==> src/rtl/hexpage_pkg.sv <==
package hexpage_pkg;

  localparam logic [7:0] CH_CR  = 8'h0D;
  localparam logic [7:0] CH_LF  = 8'h0A;
  localparam logic [7:0] CH_DOT = 8'h2E;

  localparam logic [7:0] LTR_ERASE = 8'h65;  // 'e'
  localparam logic [7:0] LTR_READ  = 8'h72;  // 'r'
  localparam logic [7:0] LTR_WRITE = 8'h77;  // 'w'
  localparam logic [7:0] LTR_GO    = 8'h67;  // 'g'

  typedef enum logic [2:0] {
    MOP_NONE   = 3'd0,
    MOP_ERASE  = 3'd1,
    MOP_LOAD   = 3'd2,
    MOP_COMMIT = 3'd3,
    MOP_REEN   = 3'd4,
    MOP_READ   = 3'd5
  } mem_op_e;

  typedef enum logic [3:0] {
    ST_CMD,
    ST_ADDR,
    ST_ADDR_CR,
    ST_DATA,
    ST_LOAD,
    ST_DATA_CR,
    ST_ERASE,
    ST_COMMIT,
    ST_REEN,
    ST_RD_REQ,
    ST_RD_WAIT,
    ST_TX_HI,
    ST_TX_LO,
    ST_DOT
  } eng_state_e;

endpackage

==> src/rtl/hexpage_hex_decode.sv <==
module hexpage_hex_decode (
  input  logic [7:0] ch,
  output logic       ok,
  output logic [3:0] val
);
  always_comb begin
    ok  = 1'b0;
    val = 4'h0;
    if (ch >= 8'h30 && ch <= 8'h39) begin
      ok  = 1'b1;
      val = ch[3:0];
    end else if (ch >= 8'h41 && ch <= 8'h46) begin
      ok  = 1'b1;
      val = ch[3:0] + 4'd9;
    end
  end
endmodule

==> src/rtl/hexpage_hex_encode.sv <==
module hexpage_hex_encode (
  input  logic [3:0] nib,
  output logic [7:0] ch
);
  always_comb begin
    if (nib < 4'd10) ch = 8'h30 + {4'h0, nib};
    else             ch = 8'h37 + {4'h0, nib};
  end
endmodule

==> src/rtl/hexpage_cmd_engine.sv <==
module hexpage_cmd_engine
  import hexpage_pkg::*;
#(
  parameter int PAGE_WORDS = 32,
  parameter int ADDR_W     = 16
) (
  input  logic              clk,
  input  logic              rst_n,
  input  logic              rx_valid,
  input  logic [7:0]        rx_data,
  output logic              rx_ready,
  output logic              tx_valid,
  output logic [7:0]        tx_data,
  input  logic              tx_ready,
  output logic              mem_req,
  output logic [2:0]        mem_op,
  output logic [ADDR_W:0]   mem_addr,
  output logic [15:0]       mem_wdata,
  input  logic [7:0]        mem_rdata,
  input  logic              mem_busy,
  output logic              jump_valid,
  output logic [ADDR_W-1:0] jump_addr
);
  localparam int PAGE_BYTES = 2 * PAGE_WORDS;
  localparam int ADIG       = ADDR_W / 4;
  localparam int DCNT_W     = (ADIG > 4) ? $clog2(ADIG) : 2;
  localparam int WCNT_W     = $clog2(PAGE_WORDS);
  localparam int BCNT_W     = $clog2(PAGE_BYTES);
  localparam int BADDR_W    = ADDR_W + 1;

  eng_state_e        state;
  logic [7:0]        cmd_q;
  logic [ADDR_W-1:0] addr_q;
  logic [DCNT_W-1:0] dcnt;
  logic [WCNT_W-1:0] wcnt;
  logic [BCNT_W-1:0] bcnt;
  logic [15:0]       wacc;
  logic [7:0]        rbyte_q;
  logic              jump_q;

  logic       hex_ok;
  logic [3:0] hex_val;
  logic [7:0] enc_ch [2];
  logic       take;

  hexpage_hex_decode u_dec (.ch(rx_data), .ok(hex_ok), .val(hex_val));

  genvar g;
  generate
    for (g = 0; g < 2; g++) begin : g_enc
      hexpage_hex_encode u_enc (.nib(rbyte_q[4*g +: 4]), .ch(enc_ch[g]));
    end
  endgenerate

  assign rx_ready = (state == ST_CMD) || (state == ST_ADDR) || (state == ST_ADDR_CR) ||
                    (state == ST_DATA) || (state == ST_DATA_CR);
  assign take     = rx_valid && rx_ready && (rx_data != CH_LF);

  assign tx_valid = (state == ST_TX_HI) || (state == ST_TX_LO) || (state == ST_DOT);

  always_comb begin
    case (state)
      ST_TX_HI: tx_data = enc_ch[1];
      ST_TX_LO: tx_data = enc_ch[0];
      default:  tx_data = CH_DOT;
    endcase
  end

  mem_op_e            op_c;
  logic               want_c;
  logic [BADDR_W-1:0] addr_c;

  always_comb begin
    op_c   = MOP_NONE;
    want_c = 1'b0;
    addr_c = {addr_q, 1'b0};
    case (state)
      ST_LOAD: begin
        want_c = 1'b1;
        op_c   = MOP_LOAD;
        addr_c = {addr_q + ADDR_W'(wcnt), 1'b0};
      end
      ST_ERASE:  begin want_c = 1'b1; op_c = MOP_ERASE;  end
      ST_COMMIT: begin want_c = 1'b1; op_c = MOP_COMMIT; end
      ST_REEN:   begin want_c = 1'b1; op_c = MOP_REEN;   end
      ST_RD_REQ: begin
        want_c = 1'b1;
        op_c   = MOP_READ;
        addr_c = {addr_q, 1'b0} + BADDR_W'(bcnt);
      end
      default: ;
    endcase
  end

  assign mem_req    = want_c && !mem_busy;
  assign mem_op     = op_c;
  assign mem_addr   = addr_c;
  assign mem_wdata  = {wacc[7:0], wacc[15:8]};
  assign jump_valid = jump_q;
  assign jump_addr  = addr_q;

  always_ff @(posedge clk) begin
    if (!rst_n) begin
      state   <= ST_CMD;
      cmd_q   <= '0;
      addr_q  <= '0;
      dcnt    <= '0;
      wcnt    <= '0;
      bcnt    <= '0;
      wacc    <= '0;
      rbyte_q <= '0;
      jump_q  <= 1'b0;
    end else begin
      jump_q <= 1'b0;
      case (state)
        ST_CMD: begin
          if (take && rx_data != CH_CR) begin
            cmd_q <= rx_data;
            dcnt  <= '0;
            state <= ST_ADDR;
          end
        end
        ST_ADDR: begin
          if (take) begin
            if (!hex_ok) begin
              state <= ST_CMD;
            end else begin
              addr_q <= {addr_q[ADDR_W-5:0], hex_val};
              dcnt   <= dcnt + 1'b1;
              if (dcnt == DCNT_W'(ADIG - 1)) state <= ST_ADDR_CR;
            end
          end
        end
        ST_ADDR_CR: begin
          if (take) begin
            if (rx_data != CH_CR) begin
              state <= ST_CMD;
            end else begin
              case (cmd_q)
                LTR_GO: begin
                  jump_q <= 1'b1;
                  state  <= ST_CMD;
                end
                LTR_READ: begin
                  bcnt  <= '0;
                  state <= ST_RD_REQ;
                end
                LTR_WRITE: begin
                  wcnt  <= '0;
                  dcnt  <= '0;
                  state <= ST_DATA;
                end
                LTR_ERASE: state <= ST_ERASE;
                default:   state <= ST_CMD;
              endcase
            end
          end
        end
        ST_DATA: begin
          if (take) begin
            if (!hex_ok) begin
              state <= ST_CMD;
            end else begin
              wacc <= {wacc[11:0], hex_val};
              if (dcnt == DCNT_W'(3)) begin
                dcnt  <= '0;
                state <= ST_LOAD;
              end else begin
                dcnt <= dcnt + 1'b1;
              end
            end
          end
        end
        ST_LOAD: begin
          if (!mem_busy) begin
            if (wcnt == WCNT_W'(PAGE_WORDS - 1)) begin
              state <= ST_DATA_CR;
            end else begin
              wcnt  <= wcnt + 1'b1;
              state <= ST_DATA;
            end
          end
        end
        ST_DATA_CR: begin
          if (take) state <= (rx_data == CH_CR) ? ST_COMMIT : ST_CMD;
        end
        ST_ERASE, ST_COMMIT: begin
          if (!mem_busy) state <= ST_REEN;
        end
        ST_REEN: begin
          if (!mem_busy) state <= ST_DOT;
        end
        ST_RD_REQ: begin
          if (!mem_busy) state <= ST_RD_WAIT;
        end
        ST_RD_WAIT: begin
          rbyte_q <= mem_rdata;
          state   <= ST_TX_HI;
        end
        ST_TX_HI: begin
          if (tx_ready) state <= ST_TX_LO;
        end
        ST_TX_LO: begin
          if (tx_ready) begin
            if (bcnt == BCNT_W'(PAGE_BYTES - 1)) begin
              state <= ST_DOT;
            end else begin
              bcnt  <= bcnt + 1'b1;
              state <= ST_RD_REQ;
            end
          end
        end
        ST_DOT: begin
          if (tx_ready) state <= ST_CMD;
        end
        default: state <= ST_CMD;
      endcase
    end
  end

endmodule

==> config.mk <==
export PLATFORM = sky130hd
export DESIGN_NAME = hexpage_cmd_engine
export DESIGN_NICKNAME = d
export VERILOG_FILES = /design/src/rtl/hexpage_pkg.sv /design/src/rtl/hexpage_hex_decode.sv /design/src/rtl/hexpage_hex_encode.sv /design/src/rtl/hexpage_cmd_engine.sv
export SDC_FILE = /design/constraint.sdc
export NUM_CORES = 1
export LEC_CHECK = 0
export CAP_MARGIN = 40
export CORE_MARGIN = 2
export CORE_UTILIZATION = 45
export DETAILED_ROUTE_END_ITERATION = 16
export PLACE_DENSITY = 0.71
export SYNTH_ARGS = -nofsm -noshare
export SYNTH_HDL_FRONTEND = slang
export SYNTH_SLANG_ARGS = --single-unit
==> constraint.sdc <==
create_clock -name clk -period 4.4 [get_ports clk]
set_input_delay 0.66 -clock clk [delete_from_list [all_inputs] [get_ports clk]]
set_output_delay 0.66 -clock clk [all_outputs]
set_load 0.02 [all_outputs]
[Word level (Yosys, flattened, before mapping)]
Cells that the tools add are included.
Word-level totals
  bits in registers: 66
  bits of input ports: 21
  output and inout port bits: 64
  word-level logic and storage cells: 154
Cells by class
  $add $sub $neg: 10
  order comparisons: 6
  eq/ne operators: 44
  multiplexer cells: 55
  bitwise gates (word level): 3
  reduce and logical (&&, ||, !) cells: 27
Operators by type and width (number)
  $mux 4: 19
  $pmux 4 s13: 1
  $pmux 17 s2: 1
  $eq 8x7->1 const B: 4
  $ne 2x2->1 const B: 16
  $mux 6: 5
  $add 6x4->7 const A: 4
  $mux 5: 5
  $eq 4x4->1 const B: 6
  $mux 2: 9
  $add 17x6->17: 1
  $add 16x5->16: 1
  $eq 4x3->1 const B: 4
  $mux 8: 2
  $ne 8x4->1 const B: 2
  $pmux 8 s2: 1
  $pmux 3 s5: 1
  $reduce_and 14->1: 1
  $pmux 4 s3: 1
  $pmux 6 s2: 1
  $reduce_and 6->1: 2
  $pmux 5 s2: 1
  $mux 3: 3
  $reduce_and 9->1: 1
  other kinds (31): 53

[Depth between registers and ports, before layout]
Gate-level depths: netlist of the first run.
  depth after elaboration: 10
  mapped depth: 11
  depth with buffers taken out: 9

[Hierarchy]
A second synthesis of the first run with hierarchy kept.
Second synthesis, totals
  cells, all modules: 480
  area total of the unflattened synthesis: 4320.4 um^2
Modules (own cells, without submodules)
  hexpage_cmd_engine: times used 1, cells each 424, area each 3937.5 um^2, sequential area each 1321.3 um^2
  hexpage_hex_decode: times used 1, cells each 24, area each 171.4 um^2, sequential area each 0.0 um^2
  hexpage_hex_encode (g_enc[1].u_enc): times used 1, cells each 16, area each 106.4 um^2, sequential area each 0.0 um^2
  hexpage_hex_encode (g_enc[0].u_enc): times used 1, cells each 16, area each 105.1 um^2, sequential area each 0.0 um^2

[Least setup slack after synthesis of the first run]
OpenSTA, ideal clock, no wires.
  path kind: reg2out
  from: reg state[0]
  to: out mem_addr[11]
  arrival: 3.183 ns
  required time: 3.740 ns
  path slack: 0.557 ns
  cell stages (with the launch flop): 12
  buffers on the path: 2
  path through: dfxtp_1 > clkbuf_1 > nor4bb_1 > clkbuf_1 > mux2_2 > ha_1 > fa_1 > a21o_1 > a21o_1 > a21oi_1 > nor3_1 > xor2_1
Between the ends
  cells in the longest elaborated chain, start to end: 2
  elaborated cells between the ends (all ways): 3
  those cells by class: eq/ne: 2; mux: 1
Ends and longest elaborated chain
  from (decl): line hexpage_cmd_engine.sv:31  | eng_state_e state;
  from (signal assigned): line hexpage_cmd_engine.sv:185  | if (take) state <= (rx_data == CH_CR) ? ST_COMMIT : ST_CMD;
  $eq 4x4->1 / $eq 4x3->1 (equally long branches): line hexpage_cmd_engine.sv:77  | case (state)
  $pmux 17 s2 *: line hexpage_cmd_engine.sv:77
  to (decl): line hexpage_cmd_engine.sv:17  | output logic [ADDR_W:0] mem_addr,
Every way passes the cells marked *; elsewhere a longest branch is shown, timed or not.

[Final worst setup path of the first run]
  from: reg state[3]
  to: out mem_addr[13]
Same word-level chain as after synthesis.

==> metrics.txt, run 1 <==
status=finished clean; Cell variety after synth=76; critical path fanouts, max=7; die height=101 µm; Global Route Usage Sum=22.4%; fill cell count=870; drt total wl=11.4 mm; nets=644; clock group share of total power=28.2%; cell total after placement=706; number of global-route vias before repair=3917; largest net degree at the start of global routing=58; Root Driver=clkbuf_8; CTS tree=done; max_slew headroom=43.8%; Finished Cell Area=5330 µm²; Post-Syn Instances=534; Setup WS post-layout=0.113 ns; Sw Share=36.8%; final hold vios=0; Max clock buf depth=2; hold path start=rbyte_q[4]; # rows=35; Post-Syn Area=4240 µm²; r2r setup slk=2.12 ns; Post-DP Area=5130 µm²; Post-synth EDFFs=0; max-slew violations=0; worst-margin pin slew=0.836 ns; Req. time, crit path=3.74 ns; Setup Total Neg Slack=0 ns; register area share after synthesis=31.1%; Reg2Reg Launch Point=state[1]; crit path launch=state[3]; critical path class=flip-flop to primary output; Setup-failing EPs final=0; initial antenna violation count=0; hpwl dp=8.38 mm; power share of the combinational group=33.3%; net switching power=620 µW; Hold Crit Class=flip-flop to flip-flop; Flop pwr share=38.5%; antenna cells=0; Placer Congestion=0.886; Ys Warns=0; Main synth FF type=dfxtp_1; Lkg Pwr=1.89 nW; total grt overflow=0; postcts setup bufs=0; routed len/inst=15.8 µm; net count after synthesis=572; die area=10200 µm²; worst hold margin=0.464 ns; CTS buffer count=9; Pwr Density=317 nW/µm²; clock sinks=66; routed vias/inst=5.77; #FFs+latches synth=66; # port buffers=83; WP data arrival=3.63 ns; share of cells above drive strength 1=8.84%; Die W=101 µm; DR vias=4167; Layout Cells excl Fill=722; area delta synth->final=25.5%; io pins=85; post-synthesis simple-gate area fraction=29.2%; 1st-iter DRT viols=223; xor/xnor cell area share of the yosys netlist=3.72%; clk_lat worst skew=0.35 ns; Setup crit start kind=flip-flop; Synth Area in Compound Gates=20.1%; f_max=233 MHz; Tcrit/Tclk final=97.4%; crit end category=primary output; pre-CTS WS=0.376 ns; CTS clock-pin slew for the worst setup and hold paths=0.07 ns; drt drc=0; H-tree Lvls=3; drt first pass iters=5; initial core utilization=46.1%; first-pass GRT wire length=18.5 mm; maximum VDD drop=0.211 mV; Core Region=9200 µm²; clock skew=0.0159 ns; multiplexer share of the synthesized area=5.72%; Async SR Flop Fraction=0%; antenna viol nets, final=0; syn avg cell area=7.95 µm²; Max Cap Viol=0; main combinational cell family by area after synthesis=simple AND/OR/NAND/NOR gates; P_int=1.07 mW; Synth Area in Adders=5.19%; post-layout min period=4.29 ns
cell usage in the layout, fill, tap and decap left out, types with 13 or more instances in the layout:
cell type,count
a21oi_1,59
clkdlybuf4s50_1,83
dfxtp_1,66
ha_1,16
inv_1,16
mux2i_1,13
nand2_1,82
nand3_1,37
nor2_1,23
o21ai_0,25
xnor2_1,13
flip-flops by register name, summed over array words and instances, names as in the netlist:
signal / flops
state: 4
wacc: 16
bcnt: 6
wcnt: 5
jump_valid: 1
dcnt: 2
cmd_q: 8
jump_addr: 16
rbyte_q: 8
path summary, 6_finish.rpt:
path / endpoint / depth (start not counted)
max reg2reg: bcnt[1] / 6
max: mem_addr[13] / 10
min: rbyte_q[4] / 2
min reg2reg: rbyte_q[4] / 2
final cells by class:
| class | count | area [µm²] | share of cell area [%] |
|---|---|---|---|
| inverters | 16 | 60.1 | 1.13 |
| clock inverters | 7 | 58.8 | 1.10 |
| well taps | 111 | 139 | 2.61 |
| multi-input cells | 421 | 2730 | 51.2 |
| clock buffers | 9 | 124 | 2.33 |
| repair buffers | 92 | 898 | 16.9 |
| flip-flops and latches | 66 | 1320 | 24.8 |
layer usage:
metal,GRT usage [%],wire length [µm],vias up
met5,0,0,-
met4,5.82,72,0
met3,4.85,481,6
met2,38.2,5620,92
met1,28.9,5250,2000
li1,-,-,2069
power by group through the flow:
| stage | registers [mW] | clock network, mW | logic [mW] |
|---|---|---|---|
| 2_1_floorplan | 0.667 | 0 | 0.390 |
| 3_5_place_dp | 0.661 | 0 | 0.555 |
| 6_report | 0.650 | 0.475 | 0.562 |
| 5_1_grt | 0.654 | 0.514 | 0.612 |
| 3_3_place_gp | 0.659 | 0 | 0.550 |
| 4_1_cts | 0.647 | 0.488 | 0.558 |
timing repair:
action | 4_1_cts | 5_1_grt
hold buffers | 0 | 0
setup endpoints to repair | 1 | 8
resized for setup | 1 | 2
Yosys cell counts (10+ instances only):
cell      instances  area, µm²
nor3_1           10       50.1
mux2_2           10        113
inv_1            16       60.1
dfxtp_1          66       1320
nand3_1          37        185
xnor2_1          13        114
o21ai_0          26        130
mux2i_1          13        130
nand2b_1         11       68.8
ha_1             16        200
clkbuf_1         16       60.1
buf_2            11       55.1
nor2_1           23       86.3
a21oi_1          60        300
nand2_1          82        308
critical path, cell delays in order (launching register included):
cell	delay (ns)
dfxtp_1	0.34
nor4bb_2	0.37
buf_4	0.22
mux2_2	0.37
fa_1	0.44
a21o_1	0.19
a21o_1	0.21
a21oi_2	0.24
nand4b_1	0.16
xnor2_1	0.13
clkdlybuf4s50_1	0.62
metrics by stage:
| stage | power, mW | utilization, % |
|---|---|---|
| after floorplan | 1.06 | - |
| after global placement | 1.21 | 55.8 |
| after detailed placement | 1.22 | 55.8 |
| after CTS | 1.69 | 57.9 |
| after global routing | 1.78 | 57.9 |
| final | 1.69 | 57.9 |
kinds of logic after synthesis:
kind of cell / after synthesis
AND/OR/NAND/NOR: 226
adder cells (fa/ha/maj): 17
multiplexers: 23
buffers and inverters: 47
AO/OA/AOI/OAI: 136
other: 1
flip-flops: 66
XOR/XNOR: 18
No activity file was read; power rests on OpenSTA's default activity.
==> inputs of run 2 (changes only) <==
--- a/config.mk
+++ b/config.mk
@@ -9,7 +9,7 @@
 export CORE_MARGIN = 2
 export CORE_UTILIZATION = 45
 export DETAILED_ROUTE_END_ITERATION = 16
-export PLACE_DENSITY = 0.71
+export PLACE_DENSITY = 0.74
 export SYNTH_ARGS = -nofsm -noshare
 export SYNTH_HDL_FRONTEND = slang
 export SYNTH_SLANG_ARGS = --single-unit
==> constraint.sdc (replaced) <==
create_clock -name clk -period 3.87 [get_ports clk]
set_input_delay 0.5805 -clock clk [delete_from_list [all_inputs] [get_ports clk]]
set_output_delay 0.5805 -clock clk [all_outputs]
set_load 0.02 [all_outputs]
==> metrics.txt, run 2 (synthesis results as in run 1) <==
status=finished clean (unchanged); critical path class=flip-flop to primary output (unchanged); Sw Share=34.3% (was 36.8%); initial antenna violation count=0 (unchanged); clock sinks=66 (unchanged); Setup-failing EPs final=0 (unchanged); Worst R2R Path Depth=6 (unchanged); 1st-iter DRT viols=270 (was 223); CP Cell Sequence=nor4bb_4 -> buf_4 -> mux2_2 -> ha_1 -> a21o_1 -> a21oi_1 -> o21ai_2 -> nand3_1 -> xnor2_1 -> dlygate4sd2_1 (was nor4bb_2 -> buf_4 -> mux2_2 -> fa_1 -> a21o_1 -> a21o_1 -> a21oi_2 -> nand4b_1 -> xnor2_1 -> clkdlybuf4s50_1); Placer Congestion=0.896 (was 0.886); io pins=85 (unchanged); clock skew=0.00836 ns (was 0.0159 ns); cell type of the slowest stage on the worst timing path=dlygate4sd2_1 (was clkdlybuf4s50_1); max-slew violations=0 (unchanged); Lkg Pwr=2.01 nW (was 1.89 nW); drt first pass iters=4 (was 5); CTS tree=done (unchanged); Layout Cells excl Fill=728 (was 722); die area=10200 µm² (unchanged); Root Driver=clkbuf_8 (unchanged); drt drc=0 (unchanged); antenna viol nets, final=0 (unchanged); most frequent cells in the layout=nand2_1, clkdlybuf4s50_1, dfxtp_1 (was clkdlybuf4s50_1, nand2_1, dfxtp_1); Max clock buf depth=2 (unchanged); # port buffers=83 (unchanged); routed vias/inst=5.70 (was 5.77); cell total after placement=710 (was 706); hpwl dp=8.28 mm (was 8.38 mm); area delta synth->final=27.2% (was 25.5%); maximum VDD drop=0.208 mV (was 0.211 mV); clock group share of total power=32.5% (was 28.2%); drt total wl=11.4 mm (about the same); P_int=1.34 mW (was 1.07 mW); Pwr Density=379 nW/µm² (was 317 nW/µm²); crit end category=primary output (unchanged); power after layout=2.04 mW (was 1.69 mW); number of global-route vias before repair=3919 (was 3917); CTS clock-pin slew for the worst setup and hold paths=0.08 ns (was 0.07 ns); # rows=35 (unchanged); CP peak stage delay=0.38 ns (was 0.62 ns); Max Cap Viol=0 (unchanged); first-pass GRT wire length=18.6 mm (was 18.5 mm); WP data arrival=3.06 ns (was 3.63 ns); Global Route Usage Sum=22.6% (was 22.4%); worst-margin pin slew=0.764 ns (was 0.836 ns); antenna cells=0 (unchanged); WP buf/inv=2 (unchanged); max_slew headroom=48.3% (was 43.8%); share of cells above drive strength 1=10.7% (was 8.84%); f_max=275 MHz; Req. time, crit path=3.29 ns (was 3.74 ns); commonest non-fill, non-tap cell in the layout=nand2_1 (was clkdlybuf4s50_1); initial core utilization=46.1% (unchanged); H-tree Lvls=3 (unchanged); Hold Crit Depth=2 (unchanged); critical path fanouts, max=6 (was 7); post-layout min period=3.64 ns; Setup WS post-layout=0.229 ns (was 0.113 ns); nets=650 (was 644); clk_lat worst skew=0.35 ns (about the same); final hold vios=0 (unchanged); CTS buffer count=9 (unchanged); DR vias=4147 (was 4167); total grt overflow=0 (unchanged); Setup crit start kind=flip-flop (unchanged); Tcrit/Tclk final=94.1%; die height=101 µm (unchanged); pre-CTS WS=-0.129 ns (was 0.376 ns); RSZ-0062 raised after global routing=false; Hold Crit Class=flip-flop to flip-flop (unchanged); net switching power=701 µW (was 620 µW); largest net degree at the start of global routing=58 (unchanged); routed len/inst=15.7 µm (was 15.8 µm); Die W=101 µm (unchanged); Core Region=9200 µm² (unchanged); crit-path leading delay family=buffers and inverters (unchanged); total stage count of the critical path=10 (unchanged); Post-CTS Hold Fix Bufs=0 (unchanged); Flop pwr share=36.3% (was 38.5%); power share of the combinational group=31.2% (was 33.3%)
==> run 2: cell types whose count changed in the layout (fill, tap and decap cells not counted), sizes merged <==
cell,change
clkdlybuf4s50,-13
buf,+7
dlygate4sd2,+7
clkbuf,+4
bufinv,+2
clkinv,+2
clkinvlp,-2
inv,-2
dlymetal6s2s,+1
==> run 2: area by class of cell <==
cell class,instances,area [µm²]
fill,840,3800
tap,111,139
timing repair buffer,98,915
multi-input combinational,421,2740
clock buffer,9,124
inverter,16,60.1
clock inverter,7,100
sequential,66,1320
==> run 2: power groups by stage <==
stage	registers (mW)	logic, mW	clock network (mW)
6_report	0.741	0.638	0.664
3_3_place_gp	0.749	0.620	0
3_5_place_dp	0.752	0.626	0
2_1_floorplan	0.758	0.443	0
4_1_cts	0.741	0.633	0.679
5_1_grt	0.744	0.692	0.712
==> run 2: path summary, 6_finish.rpt <==
path         slack (ns)  startpoint      endpoint
min reg2reg        0.46  rbyte_q[4]    rbyte_q[4]
min                0.46  rbyte_q[4]    rbyte_q[4]
max                0.23    state[3]  mem_addr[14]
max reg2reg        1.54    state[0]       wacc[7]
==> run 2: metrics by stage <==
step / TNS, ns / utilization (%) / hold slack [ns] / cell area (µm²)
3_5_place_dp: -0.317 / 56.1 / 0.454 / 5160
6_report: 0 / 58.7 / 0.458 / 5400
5_1_grt: 0 / 58.7 / 0.488 / 5400
3_3_place_gp: -0.00500 / 56.1 / 0.445 / 5160
2_1_floorplan: 0 / - / 0.436 / 4240
4_1_cts: 0 / 58.7 / 0.465 / 5400
==> run 2: tightest hold or removal path, cell delays in order (launching register included) <==
cell     delay (ns)
dfxtp_1        0.31
nand2_1        0.05
a21oi_1        0.05
==> run 2: repair_timing <==
item                                    CTS  global route
hold endpoints to repair                  0             0
gates resized for setup                  20            11
buffers inserted                          0             2
cloned                                    0             0
endpoints found under the setup margin   13             6
pin swaps                                 0             1
==> run 2: routing by layer <==
| layer | global-route usage [%] | vias up | part of all wire, % |
|---|---|---|---|
| met5 | 0 | - | 0 |
| met4 | 7.38 | 0 | 1.3 |
| met3 | 4.65 | 11 | 3.6 |
| met2 | 37.7 | 86 | 49 |
| met1 | 29.3 | 1968 | 46 |
| li1 | - | 2082 | - |
